**config.mk**
```make
export PLATFORM = sky130hd
export DESIGN_NAME = persist_trip_detect
export DESIGN_NICKNAME = d
export VERILOG_FILES = /design/src/rtl/persist_trip_pkg.sv /design/src/rtl/fault_edge_sync.sv /design/src/rtl/persist_window_ctr.sv /design/src/rtl/trip_stretch.sv /design/src/rtl/persist_trip_detect.sv
export SDC_FILE = /design/constraint.sdc
export NUM_CORES = 1
export LEC_CHECK = 0
export BUFFER_PORTS_ARGS = -buffer_cell sky130_fd_sc_hd__buf_2
export CAP_MARGIN = 30
export CELL_PAD_IN_SITES_DETAIL_PLACEMENT = 1
export CELL_PAD_IN_SITES_GLOBAL_PLACEMENT = 2
export CORE_MARGIN = 1.5
export CORE_UTILIZATION = 37
export CTS_CLUSTER_DIAMETER = 60
export DETAILED_ROUTE_END_ITERATION = 6
export PLACE_DENSITY = 0.75
export SYNTH_ARGS = -nofsm -noshare
export SYNTH_HDL_FRONTEND = slang
export SYNTH_HIERARCHICAL = 1
export SYNTH_SLANG_ARGS = --single-unit
```
**constraint.sdc**
```tcl
create_clock -name clk_i -period 1.8 [get_ports clk_i]
set_input_delay 0.36 -clock clk_i [delete_from_list [all_inputs] [get_ports clk_i]]
set_output_delay 0.36 -clock clk_i [all_outputs]
set_load 0.02 [all_outputs]
```
**src/rtl/persist_trip_pkg.sv**
```systemverilog
package persist_trip_pkg;
  localparam int unsigned SYNC_DEPTH = 2;

  function automatic int unsigned cnt_width(input int unsigned max_val);
    return (max_val < 2) ? 1 : $clog2(max_val + 1);
  endfunction
endpackage

```
**src/rtl/fault_edge_sync.sv**
```systemverilog
module fault_edge_sync #(
  parameter int unsigned DEPTH = 2
) (
  input  logic clk_i,
  input  logic rst_ni,
  input  logic fault_ni,
  output logic fall_o
);
  // chain[DEPTH-1] is the synchronized level, chain[DEPTH] its previous value
  logic [DEPTH:0] chain_q;

  always_ff @(posedge clk_i or negedge rst_ni) begin
    if (!rst_ni) chain_q <= '1;
    else         chain_q <= {chain_q[DEPTH-1:0], fault_ni};
  end

  assign fall_o = chain_q[DEPTH] & ~chain_q[DEPTH-1];

  assert_single_count_R2: assert property (@(posedge clk_i) disable iff (!rst_ni)
    fall_o |=> !fall_o);
endmodule

```
**src/rtl/persist_window_ctr.sv**
```systemverilog
module persist_window_ctr #(
  parameter int unsigned TRIP_COUNT = 33,
  parameter int unsigned WIN_CYC    = 750
) (
  input  logic clk_i,
  input  logic rst_ni,
  input  logic fall_i,
  output logic trip_o
);
  localparam int unsigned CNT_W = persist_trip_pkg::cnt_width(TRIP_COUNT);
  localparam int unsigned WIN_W = persist_trip_pkg::cnt_width(WIN_CYC);
  localparam logic [CNT_W-1:0] LAST_CNT = CNT_W'(TRIP_COUNT - 1);
  localparam logic [WIN_W-1:0] WIN_LOAD = WIN_W'(WIN_CYC);

  logic [CNT_W-1:0] cnt_q;
  logic [WIN_W-1:0] win_q;
  logic             trip_q;
  logic             hit;

  assign hit = fall_i && (cnt_q == LAST_CNT);

  always_ff @(posedge clk_i or negedge rst_ni) begin
    if (!rst_ni) begin
      cnt_q  <= '0;
      win_q  <= '0;
      trip_q <= 1'b0;
    end else begin
      trip_q <= hit;
      if (hit) begin
        cnt_q <= '0;
        win_q <= '0;
      end else if (fall_i) begin
        cnt_q <= cnt_q + 1'b1;
        win_q <= WIN_LOAD;
      end else if (win_q != '0) begin
        win_q <= win_q - 1'b1;
        if (win_q == WIN_W'(1)) cnt_q <= '0;  // window lapsed
      end
    end
  end

  assign trip_o = trip_q;

  assert_closed_empty_R4: assert property (@(posedge clk_i) disable iff (!rst_ni)
    (win_q == '0) |-> (cnt_q == '0));
  assert_count_bound_R5: assert property (@(posedge clk_i) disable iff (!rst_ni)
    cnt_q <= LAST_CNT);
  assert_window_restart_R3: assert property (@(posedge clk_i) disable iff (!rst_ni)
    (fall_i && !hit) |=> (win_q == WIN_LOAD));
  assert_trip_clears_R9: assert property (@(posedge clk_i) disable iff (!rst_ni)
    trip_q |-> (cnt_q == '0 && win_q == '0));
endmodule

```
**src/rtl/trip_stretch.sv**
```systemverilog
module trip_stretch #(
  parameter int unsigned HOLD_CYC = 50000
) (
  input  logic clk_i,
  input  logic rst_ni,
  input  logic req_i,
  input  logic qual_i,
  output logic trip_o
);
  localparam int unsigned HOLD_W = persist_trip_pkg::cnt_width(HOLD_CYC);

  logic [HOLD_W-1:0] hold_q;
  logic              any_req;

  assign any_req = req_i | qual_i;

  always_ff @(posedge clk_i or negedge rst_ni) begin
    if (!rst_ni)              hold_q <= '0;
    else if (any_req)         hold_q <= HOLD_W'(HOLD_CYC);
    else if (hold_q != '0)    hold_q <= hold_q - 1'b1;
  end

  assign trip_o = (hold_q != '0);

  assert_req_trips_R7: assert property (@(posedge clk_i) disable iff (!rst_ni)
    any_req |=> trip_o);
  assert_no_early_drop_R8: assert property (@(posedge clk_i) disable iff (!rst_ni)
    $fell(trip_o) |-> !$past(any_req));
endmodule

```
**src/rtl/persist_trip_detect.sv**
```systemverilog
module persist_trip_detect #(
  parameter int unsigned TRIP_COUNT       = 33,
  parameter int unsigned DRIVE_PERIOD_CYC = 500,
  parameter int unsigned WIN_CYC          = DRIVE_PERIOD_CYC * 3 / 2,
  parameter int unsigned HOLD_CYC         = 50000
) (
  input  logic clk_i,
  input  logic rst_ni,
  input  logic fault_ni,
  input  logic qual_trip_i,
  output logic trip_o
);
  logic fall;
  logic cnt_trip;

  fault_edge_sync #(.DEPTH(persist_trip_pkg::SYNC_DEPTH)) i_sync (
    .clk_i, .rst_ni, .fault_ni, .fall_o(fall)
  );

  persist_window_ctr #(.TRIP_COUNT(TRIP_COUNT), .WIN_CYC(WIN_CYC)) i_win (
    .clk_i, .rst_ni, .fall_i(fall), .trip_o(cnt_trip)
  );

  trip_stretch #(.HOLD_CYC(HOLD_CYC)) i_stretch (
    .clk_i, .rst_ni, .req_i(cnt_trip), .qual_i(qual_trip_i), .trip_o
  );

  assert_reset_quiet_R1: assert property (@(posedge clk_i)
    !rst_ni |-> !trip_o);
endmodule

```
# --- Yosys cells after proc, flatten, opt, wreduce, memory -nomap -nowiden ---
# Cells that the tools add are included.
word_totals:
  register_bits: 36
  elab_cells: 29
op_classes:
  n_addsub: 3
  eq_ne: 2
  muxes: 9
  bitwise_logic: 3
  reduce_logical: 7
op_table:
  columns: ["cell", "n"]
  rows:
  - ["$mux 16", 2]
  - ["$mux 10", 3]
  - ["$mux 6", 4]
  - ["$reduce_bool 16->1", 1]
  - ["$sub 16x1->16 const B", 1]
  - ["$eq 10x1->1 const B", 1]
  - ["$reduce_bool 10->1", 1]
  - ["$sub 10x1->10 const B", 1]
  - ["$add 6x1->6 const B", 1]
  - ["$eq 6x6->1 const B", 1]
  - ["$reduce_bool 3->1", 2]
  - ["$reduce_and 2->1", 1]
  - ["$reduce_bool 2->1", 1]
  - ["$and 1x1->1", 1]
  - ["$logic_and 1x1->1", 1]
  - ["$not 1->1", 1]
  - ["$or 1x1->1", 1]

# --- Depth between registers and ports, before layout ---
depth:
  word_depth: 5
  mapped_depth: 7
  depth_no_buf: 6

# --- By module ---
# The synthesis kept the hierarchy.
by_module_without_submodules:
  columns: ["module", "instances", "cells_each", "area_per_inst_um2", "seq_area_each_um2"]
  rows:
  - ["persist_window_ctr", 1, 93, 974.7, 425.4]
  - ["trip_stretch", 1, 102, 968.4, 400.4]
  - ["fault_edge_sync", 1, 4, 92.6, 78.8]

# --- Least setup slack after synthesis ---
# No wires, ideal clock.
synth_timing:
  kind: "flip-flop to output port"
  startpoint: "reg i_stretch.hold_q[0]"
  endpoint: "out trip_o"
  t_arrival_ns: 1.550
  required_time_ns: 1.440
  slack_ns: -0.110
  path_stages_with_launch: 6
  n_path_buf: 0
  cell_sequence: "dfrtp_1 inv_1 ha_1 or3b_1 nor3_2 nand3_2"
synth_between:
  elab_chain_len: 1
synth_rtl:
  columns: ["item", "line_no", "text"]
  rows:
  - ["from (decl)", "trip_stretch.sv:12", "logic [HOLD_W-1:0] hold_q;"]
  - ["from (signal assigned)", "trip_stretch.sv:19", "else if (any_req) hold_q <= HOLD_W'(HOLD_CYC);"]
  - ["from (signal assigned)", "trip_stretch.sv:20", "else if (hold_q != '0) hold_q <= hold_q - 1'b1;"]
  - ["$reduce_bool 16->1", "trip_stretch.sv:23", "assign trip_o = (hold_q != '0);"]
  - ["to (decl)", "persist_trip_detect.sv:11", "output logic trip_o"]
# No other way between the ends.

# --- Worst setup path after layout ---
layout_timing:
  startpoint: "reg i_stretch.hold_q[8]"
  endpoint: "out trip_o"
# Same word-level chain as after synthesis.

==> results.json <==
{
  "critical_path_class": "flop to primary output",
  "async_reset_ff_frac": 1.000,
  "cts_buffers": 5,
  "status": "finished, violations left",
  "crit_path_start": "i_stretch/hold_q[8]$_DFFE_PN0P_",
  "synthFlopType": "dfrtp_1",
  "synth-seq-cells": 36,
  "diodes": 0,
  "peakVddDrop_v": 0.0006006,
  "drv_slew": 0,
  "area_growth_pct": 35.77,
  "crit_arrival_ns": 1.73,
  "violations": "negative setup slack",
  "worst_pin_slew_ns": 0.5450,
  "netlist_area_mm2": 0.002036,
  "setup_viol": 6,
  "die_y_um": 77.18,
  "synth_commonest_cells": "dfrtp_1 (33), a21oi_1 (15), nand2_1 (13), nor2_1 (13), inv_1 (12)",
  "cp-end-kind": "primary output",
  "critPathMaxFanout": 2,
  "drive_above_1_share": 0.4093,
  "p_per_area_mw_per_mm2": 818.2,
  "clk_pin_slew_ns": 0.08,
  "die_width_um": 77.18,
  "first_pass_iters": 4,
  "ctsLongestPathBuffers": 2,
  "hold_viol_final": 0,
  "dp_slack_ns": -0.05078,
  "fin_area_mm2": 0.002764,
  "synth_area_per_cell_um2": 10.23,
  "synthCells": 199,
  "cts_tree": "done",
  "yosysMostFrequentCell": "dfrtp_1",
  "setup_tns_ns": -0.5948,
  "cts_max_level": 2,
  "portBuffers": 4,
  "worst_hold_slack_ns": 0.04097,
  "placed_area_mm2": 0.002380,
  "ios": 5,
  "synth_top_area_frac": 0.4057,
  "fin_skew_ns": 0.01086,
  "dr.first_iter.drc_count": 108,
  "wl_per_cell_um": 18.80,
  "viasPerCell": 5.653,
  "rr_endpoint": "i_stretch/hold_q[1]$_DFFE_PN0P_",
  "clock_sinks": 36,
  "fill_cells": 585,
  "vias": 1860,
  "ys_types": 56,
  "cp.required_ns": 1.44,
  "yosys_warnings": 6,
  "drc": 0,
  "min_period_ns": 2.085,
  "grt_max_degree": 22,
  "stdcell_count": 329,
  "min_path_type": "primary input to asynchronous set/reset pin",
  "period_share": 1.158,
  "antenna_found_initial": 0,
  "dp.final_hpwl_um": 3973,
  "cts_root_buf": "clkbuf_8",
  "synth.area.top_cells": "dfrtp_1 (41%), nor4_4 (5.2%), dfstp_2 (3.9%)",
  "grt_pass1_wl_um": 9439,
  "ys_seq_area_frac": 0.4444,
  "grt_pass1_vias": 1933,
  "yosys.area.top_type": "dfrtp_1",
  "leakagePower_nw": 1.115,
  "r2r_start": "i_stretch/hold_q[8]$_DFFE_PN0P_",
  "rows": 26,
  "cts-hold-fix-buffers": 0,
  "reg2regPathDepth": 7,
  "grt_usage": 0.2011,
  "start_kind": "flop",
  "postRouteAntennaNets": 0,
  "endpoint": "trip_o",
  "grt_overflow": 0,
  "final_nets": 267,
  "rsz0062_at_grt": "true",
  "r2r_setup_slack_ns": -0.17,
  "synth-edff-count": 0,
  "dieArea_mm2": 0.005956,
  "synth_nets": 208,
  "clock_latency_ns": 0.29,
  "start_util": 0.3911,
  "max-cap-violations": 0,
  "gp_congestion": 0.8343,
  "routed_wl_um": 6185,
  "fmax_mhz": 479.6,
  "fin_ws_ns": -0.2852,
  "fp.coreArea_mm2": 0.005205,
  "max_slew_margin": 0.6367,
  "dp.cells": 299
}
worst max-delay path, cell delays in order, from the launching register on:
cell and delay [ns]:
dfrtp_1 0.40, or4_4 0.57, nor3_4 0.21, nand3_4 0.10, buf_6 0.14
sequential cells by signal (all words and copies together), names as in the netlist:
name              flops
i_win/win_q          10
i_stretch/hold_q     16
i_win/cnt_q           6
i_sync/chain_q        3
i_win/trip_o          1
per-layer routing:
metal  vias to the layer above  wire (um)  global-route usage
met2                        22       3271              0.3649
met5                         -          0                   0
li1                        876          -                   -
met1                       951       2689              0.2369
met4                         0        111             0.06364
met3                        11        113             0.03810
final cells by class:
type	instances	area, um2	share of cell area
clock buffers	8	90.09	0.03259
inverters	12	45.04	0.01630
multi-input cells	147	1190	0.4305
flip-flops and latches	36	904.6	0.3273
well taps	70	87.58	0.03169
repair buffers	56	446.7	0.1616
per-stage QoR:
step / util / power, mW
2_1_floorplan: - / 1.352
3_3_place_gp: 0.4572 / 1.516
3_5_place_dp: 0.4572 / 1.559
4_1_cts: 0.4911 / 2.213
5_1_grt: 0.5310 / 2.384
6_report: 0.5310 / 2.261
timing repair:
action / in CTS / in global routing
setup endpoints to repair: 5 / 14
cloned: 1 / 0
resized for setup: 3 / 26
buffers inserted: 12 / 13
pin swaps: 8 / 12
where the power goes:
part / total, mW / switching (mW) / internal (mW)
clock network: 0.608 / 0.295 / 0.313
registers: 1.06 / 0.153 / 0.912
logic: 0.589 / 0.292 / 0.298
total: 2.26 / 0.740 / 1.52
kinds of logic after synthesis:
| family | after synthesis | synth area share |
|---|---|---|
| XOR/XNOR | 3 | 0.01291 |
| multiplexers | 2 | 0.01045 |
| buffers and inverters | 17 | 0.03442 |
| AND/OR/NAND/NOR | 80 | 0.2766 |
| adder cells (fa/ha/maj) | 5 | 0.03073 |
| AO/OA/AOI/OAI | 56 | 0.1905 |
| flip-flops | 36 | 0.4444 |
placed cells by master, fill, tap and decap left out, types with 3 or more instances in the layout:
cell type / n
a31oi_1: 9
clkbuf_8: 6
ha_1: 3
inv_1: 10
nor2_1: 12
or4_4: 3
dfrtp_1: 33
o21ai_0: 3
a22o_1: 4
nand4_1: 4
nand3_1: 7
a21oi_1: 14
nand2_1: 13
nor4_4: 5
o31ai_1: 5
buf_4: 44
nor3_1: 6
dfstp_2: 3
buf_2: 3
xnor2_1: 3
o211ai_1: 4
and3_1: 3
buf_6: 9
how the worst min path moves through the flow:
stage | to | slack, ns | cells past startpoint
global route | i_stretch/hold_q[6]$_DFFE_PN0P_ | 0.05 | 1
detailed placement | i_sync/chain_q[1]$_DFF_PN1_ | 0.35 | 0
floorplan | i_stretch/hold_q[0]$_DFFE_PN0P_ | 0.06 | 0
CTS | i_stretch/hold_q[6]$_DFFE_PN0P_ | 0.06 | 1
finish | i_stretch/hold_q[6]$_DFFE_PN0P_ | 0.04 | 1
global placement | i_sync/chain_q[1]$_DFF_PN1_ | 0.35 | 0
Power figures use the tool's default switching activity.
